File: config.mk
export PLATFORM = sky130hd
export DESIGN_NAME = prog_iface_select
export DESIGN_NICKNAME = d
export VERILOG_FILES = /design/src/rtl/psel_pkg.sv /design/src/rtl/psel_sync.sv /design/src/rtl/psel_glitch_filter.sv /design/src/rtl/psel_pulse_counter.sv /design/src/rtl/psel_mode_decode.sv /design/src/rtl/prog_iface_select.sv
export SDC_FILE = /design/constraint.sdc
export NUM_CORES = 1
export LEC_CHECK = 0
export ABC_AREA = 0
export BUFFER_PORTS_ARGS = -buffer_cell sky130_fd_sc_hd__buf_2
export CAP_MARGIN = 5
export CELL_PAD_IN_SITES_DETAIL_PLACEMENT = 1
export CELL_PAD_IN_SITES_GLOBAL_PLACEMENT = 1
export CORE_MARGIN = 2
export CORE_UTILIZATION = 25
export CTS_CLUSTER_DIAMETER = 100
export CTS_CLUSTER_SIZE = 28
export DETAILED_ROUTE_END_ITERATION = 16
export PLACE_DENSITY_LB_ADDON = 0.1
export SYNTH_ARGS = -nofsm -noshare
export SYNTH_HDL_FRONTEND = slang
export SYNTH_SLANG_ARGS = --single-unit
File: constraint.sdc
create_clock -name clk -period 2.05 [get_ports clk]
set_input_delay 0.615 -clock clk [delete_from_list [all_inputs] [get_ports clk]]
set_output_delay 0.615 -clock clk [all_outputs]
set_load 0.01 [all_outputs]
File: src/rtl/psel_pkg.sv
package psel_pkg;

  localparam int NUM_CH = 3;

  typedef enum logic [2:0] {
    BM_SYNC_CH0 = 3'd0,
    BM_SYNC_CH1 = 3'd1,
    BM_SYNC_CH2 = 3'd2,
    BM_TWI_CH0  = 3'd3,
    BM_UART_CH1 = 3'd4,
    BM_UART_CH2 = 3'd5,
    BM_SOFT_3W  = 3'd6,
    BM_NONE     = 3'd7
  } boot_mode_e;

  // Serial channel whose pins a mode uses; NUM_CH means no channel.
  function automatic int chan_of(boot_mode_e m);
    case (m)
      BM_SYNC_CH0, BM_TWI_CH0:  return 0;
      BM_SYNC_CH1, BM_UART_CH1: return 1;
      BM_SYNC_CH2, BM_UART_CH2: return 2;
      default:                  return NUM_CH;
    endcase
  endfunction

endpackage

File: src/rtl/psel_sync.sv
module psel_sync #(
  parameter int             W       = 1,
  parameter logic [W-1:0]   RST_VAL = '0
) (
  input  logic         clk,
  input  logic         arst_n,
  input  logic [W-1:0] d_i,
  output logic [W-1:0] q_o
);

  logic [W-1:0] meta_q;
  logic [W-1:0] sync_q;

  always_ff @(posedge clk or negedge arst_n) begin
    if (!arst_n) begin
      meta_q <= RST_VAL;
      sync_q <= RST_VAL;
    end else begin
      meta_q <= d_i;
      sync_q <= meta_q;
    end
  end

  assign q_o = sync_q;

endmodule

File: src/rtl/psel_glitch_filter.sv
module psel_glitch_filter #(
  parameter int FILT_LEN = 4
) (
  input  logic clk,
  input  logic arst_n,
  input  logic din_i,
  output logic rise_o
);

  localparam int             FW   = $clog2(FILT_LEN + 1);
  localparam logic [FW-1:0]  LAST = FW'(FILT_LEN - 1);

  logic          lvl_q, lvl_d;
  logic [FW-1:0] run_q, run_d;

  // The accepted level flips only after FILT_LEN clocks of disagreement.
  always_comb begin
    lvl_d  = lvl_q;
    run_d  = '0;
    rise_o = 1'b0;
    if (din_i != lvl_q) begin
      if (run_q == LAST) begin
        lvl_d  = din_i;
        rise_o = din_i;
      end else begin
        run_d = run_q + 1'b1;
      end
    end
  end

  always_ff @(posedge clk or negedge arst_n) begin
    if (!arst_n) begin
      lvl_q <= 1'b0;
      run_q <= '0;
    end else begin
      lvl_q <= lvl_d;
      run_q <= run_d;
    end
  end

endmodule

File: src/rtl/psel_pulse_counter.sv
module psel_pulse_counter #(
  parameter int CNT_W = 4
) (
  input  logic             clk,
  input  logic             arst_n,
  input  logic             clr_i,
  input  logic             en_i,
  input  logic             inc_i,
  output logic [CNT_W-1:0] cnt_o
);

  localparam logic [CNT_W-1:0] CNT_MAX = '1;

  logic [CNT_W-1:0] cnt_q, cnt_d;

  always_comb begin
    cnt_d = cnt_q;
    if (clr_i) begin
      cnt_d = '0;
    end else if (en_i && inc_i && (cnt_q != CNT_MAX)) begin
      cnt_d = cnt_q + 1'b1;
    end
  end

  always_ff @(posedge clk or negedge arst_n) begin
    if (!arst_n) cnt_q <= '0;
    else         cnt_q <= cnt_d;
  end

  assign cnt_o = cnt_q;

endmodule

File: src/rtl/psel_mode_decode.sv
module psel_mode_decode
  import psel_pkg::*;
#(
  parameter int CNT_W = 4
) (
  input  logic [CNT_W-1:0]  cnt_i,
  output boot_mode_e        mode_o,
  output logic              legal_o,
  output logic [NUM_CH-1:0] chan_sel_o,
  output logic              gpio_sel_o
);

  always_comb begin
    case (cnt_i)
      CNT_W'(0):  mode_o = BM_SYNC_CH0;
      CNT_W'(1):  mode_o = BM_SYNC_CH1;
      CNT_W'(2):  mode_o = BM_SYNC_CH2;
      CNT_W'(4):  mode_o = BM_TWI_CH0;
      CNT_W'(8):  mode_o = BM_UART_CH1;
      CNT_W'(9):  mode_o = BM_UART_CH2;
      CNT_W'(12): mode_o = BM_SOFT_3W;
      default:    mode_o = BM_NONE;
    endcase
  end

  assign legal_o    = (mode_o != BM_NONE);
  assign gpio_sel_o = (mode_o == BM_SOFT_3W);

  for (genvar c = 0; c < NUM_CH; c++) begin : g_chan
    assign chan_sel_o[c] = (chan_of(mode_o) == c);
  end

endmodule

File: src/rtl/prog_iface_select.sv
module prog_iface_select
  import psel_pkg::*;
#(
  parameter int FILT_LEN = 4,
  parameter int CNT_W    = 4
) (
  input  logic              clk,
  input  logic              arst_n,
  input  logic              rst_pin_n,
  input  logic              vpp_high,
  input  logic              prog_en,
  output logic [2:0]        mode_o,
  output logic              mode_valid_o,
  output logic              mode_error_o,
  output logic [NUM_CH-1:0] chan_sel_o,
  output logic              gpio_sel_o
);

  logic [1:0]        sync_q;
  logic              rst_s, vpp_s, rst_prev_q;
  logic              rise, count_en, count_clr;
  logic              release_edge, assert_edge;
  logic [CNT_W-1:0]  pulse_cnt;
  boot_mode_e        dec_mode;
  logic              dec_legal, dec_gpio;
  logic [NUM_CH-1:0] dec_chan;

  boot_mode_e        mode_q, mode_d;
  logic              valid_q, valid_d, error_q, error_d, gpio_q, gpio_d;
  logic [NUM_CH-1:0] chan_q, chan_d;

  // bit 0: reset pin (idles released), bit 1: supply sense
  psel_sync #(.W(2), .RST_VAL(2'b01)) u_sync (
    .clk(clk), .arst_n(arst_n), .d_i({vpp_high, rst_pin_n}), .q_o(sync_q)
  );
  assign rst_s = sync_q[0];
  assign vpp_s = sync_q[1];

  psel_glitch_filter #(.FILT_LEN(FILT_LEN)) u_filt (
    .clk(clk), .arst_n(arst_n), .din_i(vpp_s), .rise_o(rise)
  );

  assign count_en  = !rst_s && prog_en;
  assign count_clr = rst_s || !prog_en;

  psel_pulse_counter #(.CNT_W(CNT_W)) u_cnt (
    .clk(clk), .arst_n(arst_n), .clr_i(count_clr), .en_i(count_en),
    .inc_i(rise), .cnt_o(pulse_cnt)
  );

  psel_mode_decode #(.CNT_W(CNT_W)) u_dec (
    .cnt_i(pulse_cnt), .mode_o(dec_mode), .legal_o(dec_legal),
    .chan_sel_o(dec_chan), .gpio_sel_o(dec_gpio)
  );

  assign release_edge = rst_s && !rst_prev_q;
  assign assert_edge  = !rst_s && rst_prev_q;

  always_comb begin
    mode_d  = mode_q;
    valid_d = valid_q;
    error_d = error_q;
    chan_d  = chan_q;
    gpio_d  = gpio_q;
    if (assert_edge) begin
      mode_d  = BM_NONE;
      valid_d = 1'b0;
      error_d = 1'b0;
      chan_d  = '0;
      gpio_d  = 1'b0;
    end else if (release_edge && prog_en) begin
      mode_d  = dec_mode;
      valid_d = dec_legal;
      error_d = !dec_legal;
      chan_d  = dec_chan;
      gpio_d  = dec_gpio;
    end
  end

  always_ff @(posedge clk or negedge arst_n) begin
    if (!arst_n) begin
      rst_prev_q <= 1'b1;
      mode_q     <= BM_NONE;
      valid_q    <= 1'b0;
      error_q    <= 1'b0;
      chan_q     <= '0;
      gpio_q     <= 1'b0;
    end else begin
      rst_prev_q <= rst_s;
      mode_q     <= mode_d;
      valid_q    <= valid_d;
      error_q    <= error_d;
      chan_q     <= chan_d;
      gpio_q     <= gpio_d;
    end
  end

  assign mode_o       = mode_q;
  assign mode_valid_o = valid_q;
  assign mode_error_o = error_q;
  assign chan_sel_o   = chan_q;
  assign gpio_sel_o   = gpio_q;

endmodule

==> qor.yml <==
logic_synthesis:
  synth_area_um2: 1100
  synth_warnings: 0
  ys_seq_elements: 22
  yosysTopAreaCell: "dfrtp_1"
  synth_edf_count: 0
  netlist_instances: 104
  ys_types: 40
  avgSynthCellArea_um2: 10.6
  synth.most_common_cell: "dfrtp_1"
  synth-main-ff-cell: "dfrtp_1"
  synthArstFlopShare_pct: 100
  synth_top_area_share_pct: 36.2
  ys_top_cells_by_area: "dfrtp_1 36%, dfstp_2 14%, ha_1 5.7%"
  ys_seq_area_share_pct: 50.5
  synth_common_cells: "16 x dfrtp_1, 10 x a21oi_1, 9 x nand2_1"
  syn-num-nets: 114
timing:
  setup_viol: 0
  fin_crit_sh_pct: 85.5
  hold_viol: 0
  finClkSkew_ns: 0.00369
  max_clock_freq_ghz: 0.570
  tns_ns: 0
  timing.final.crit_period_ns: 1.75
  relSlewSlack_pct: 64.4
  slew_violations: 0
  setup_ws_ns: 0.297
  worstMarginPinSlew_ns: 0.535
  rsz0062_at_grt: "false"
die:
  start_util_pct: 25.7
  boundaryPins: 14
  die_w_um: 70.5
  die_area_um2: 4970
  die_h_um: 70.5
  fp-row-count: 24
  core-area_um2: 4290
detailed_routing:
  drt_first_pass_iters: 3
  remaining_drc_errors: 0
  drtIter0Drc: 21
  routedWlPerCell_um: 15.3
  vias: 817
  wl_mm: 2.60
  ant_nets: 0
  vias_per_cell: 4.81
clock_tree:
  cts.sinks: 22
  clock-root-buffer: "clkbuf_8"
  clkLatencyLatePin_ns: 0.27
  clk_path_buf_depth: 2
  cts_max_level: 1
  cts_tree: "done"
  cts-resized-gates: 0
  cts_setup_buffers: 0
  cts_hold_buf: 0
  cts.reportedPaths.clkPinSlew_ns: 0.09
  numCtsBuffers: 3
placement:
  pre_cts_ws_ns: 0.301
  portBuffers: 13
  placedInstanceArea_um2: 1220
  gp_congestion: 0.803
  dpl.hpwl_mm: 1.89
status:
  status: "completed"
pwr:
  fin_total_pwr_mw: 1.08
  pwr-share-seq_pct: 47.9
  power.switching_mw: 0.263
  power_density_nw_per_um2: 835
  power.internal_mw: 0.812
  pwr-share-clk_pct: 38.9
  switching_share_pct: 24.4
  ir_drop_mv: 0.342
  p_leak_nw: 0.566
  combPwrFrac_pct: 13.2
finish:
  nets: 129
  area_growth_pct: 16.5
  final_util_pct: 30.0
  drive_above_1_share_pct: 28.8
  diodes: 0
  fin_area_um2: 1290
global_route:
  antenna_found_initial: 0
  grt_pass1_vias: 924
  grt-ovfl-total: 0
  grt.total_usage_pct: 11.7
  grt_first_pass_wirelength_mm: 4.54
  grt_max_degree: 23
critical_path:
  timing.rr.end: "chan_sel_o[2]"
  crit_required_ns: 2.20
  r2r_cells: 6
  critPathLaunchType: "register"
  cp_max_fo: 9
  crit_type: "reg -> reg"
  arrival_ns: 1.90
  r2r_slack_ns: 0.30
  r2r-start: "u_cnt.cnt_o[1]"
  cp-end-kind: "register"
flow_run:
  max_cap_viol_count: 0
min_path:
  min_path_type: "in -> async"
-- power by group through the flow --
stage	combinational, mW	sequential [mW]	clock, mW
2_1_floorplan	0.0966	0.519	0
3_3_place_gp	0.141	0.523	0
3_5_place_dp	0.145	0.524	0
4_1_cts	0.146	0.516	0.425
5_1_grt	0.165	0.522	0.448
6_report	0.142	0.515	0.418
-- routing by layer --
layer	up-vias	GRT usage (%)	wire (um)
met5	-	0	0
met4	0	4.49	41
met3	4	2.74	57
met2	9	17.6	1200
met1	406	16.1	1300
li1	398	-	-
-- sequential cells by signal, summed over array words and instances (netlist names) --
| name | count |
|---|---|
| u_sync.q_o | 2 |
| u_filt.lvl_q | 1 |
| chan_sel_o | 3 |
| mode_error_o | 1 |
| u_filt.run_q | 3 |
| gpio_sel_o | 1 |
| rst_prev_q | 1 |
| u_cnt.cnt_o | 4 |
| mode_o | 3 |
| mode_valid_o | 1 |
| u_sync.meta_q | 2 |
-- cells by family (layout without fill, tap and decap cells) --
logic type	Yosys count	after routing	share of synthesized area [%]
flops	22	22	50.5
mux	2	2	1.93
xor+xnor	2	2	1.59
simple gates	36	36	18.2
fa+ha+maj	5	5	5.66
buf+inv	8	22	3.74
compound gates	29	29	18.3
-- area by class of cell --
class	instances	area, um2
Clock buffer	3	41.3
Clock inverter	1	30.0
Fill cell	507	3010
Inverter	4	15.0
Multi-Input combinational cell	74	505
Sequential cell	22	558
Tap cell	52	65.1
Timing Repair Buffer	14	72.6
-- through the flow --
step,hold WS [ns],std cells
2_1_floorplan,0.319,104
3_3_place_gp,0.346,166
3_5_place_dp,0.343,166
4_1_cts,0.327,170
5_1_grt,0.339,170
6_report,0.312,170
-- cells in the final DEF (no fill, tap or decap), drive strengths merged --
cell type and n:
dfrtp 16, buf 14, a21oi 12, nand2 9, dfstp 6, nor2 6, ha 5, a22o 4
nand3 4, inv 4, nor3 4, nor2b 3, clkbuf 3, xnor2 2, nor3b 2, o21bai 2
a31oi 2, and2b 2, a211oi 2, and2 1, o22ai 1, o21ai 1, nand2b 1, a31o 1
a21o 1, nor4 1, o311ai 1, mux2 1, and4bb 1, and3 1, mux2i 1, o31ai 1
a221oi 1, and4b 1, bufinv 1
-- worst max-delay path by stage --
| stage | slack, ns | from | cells past startpoint | to |
|---|---|---|---|---|
| 6_report | 0.30 | u_cnt.cnt_o[1] | 6 | chan_sel_o[2] |
| 5_1_grt | 0.09 | u_cnt.cnt_o[1] | 6 | chan_sel_o[2] |
| 4_1_cts | 0.25 | u_cnt.cnt_o[1] | 6 | chan_sel_o[2] |
| 3_5_place_dp | 0.30 | u_cnt.cnt_o[1] | 6 | chan_sel_o[2] |
| 3_3_place_gp | 0.38 | u_cnt.cnt_o[0] | 6 | chan_sel_o[0] |
| 2_1_floorplan | 0.55 | u_cnt.cnt_o[1] | 6 | chan_sel_o[2] |
-- critical path: stages, from the launching register on --
cell and delay [ns]:
dfrtp_1 0.53, inv_1 0.13, ha_1 0.28, o21bai_1 0.23, nor3_1 0.07, o311ai_1 0.29
nand3_1 0.10
Note: power is estimated with default switching activity, not from simulation.
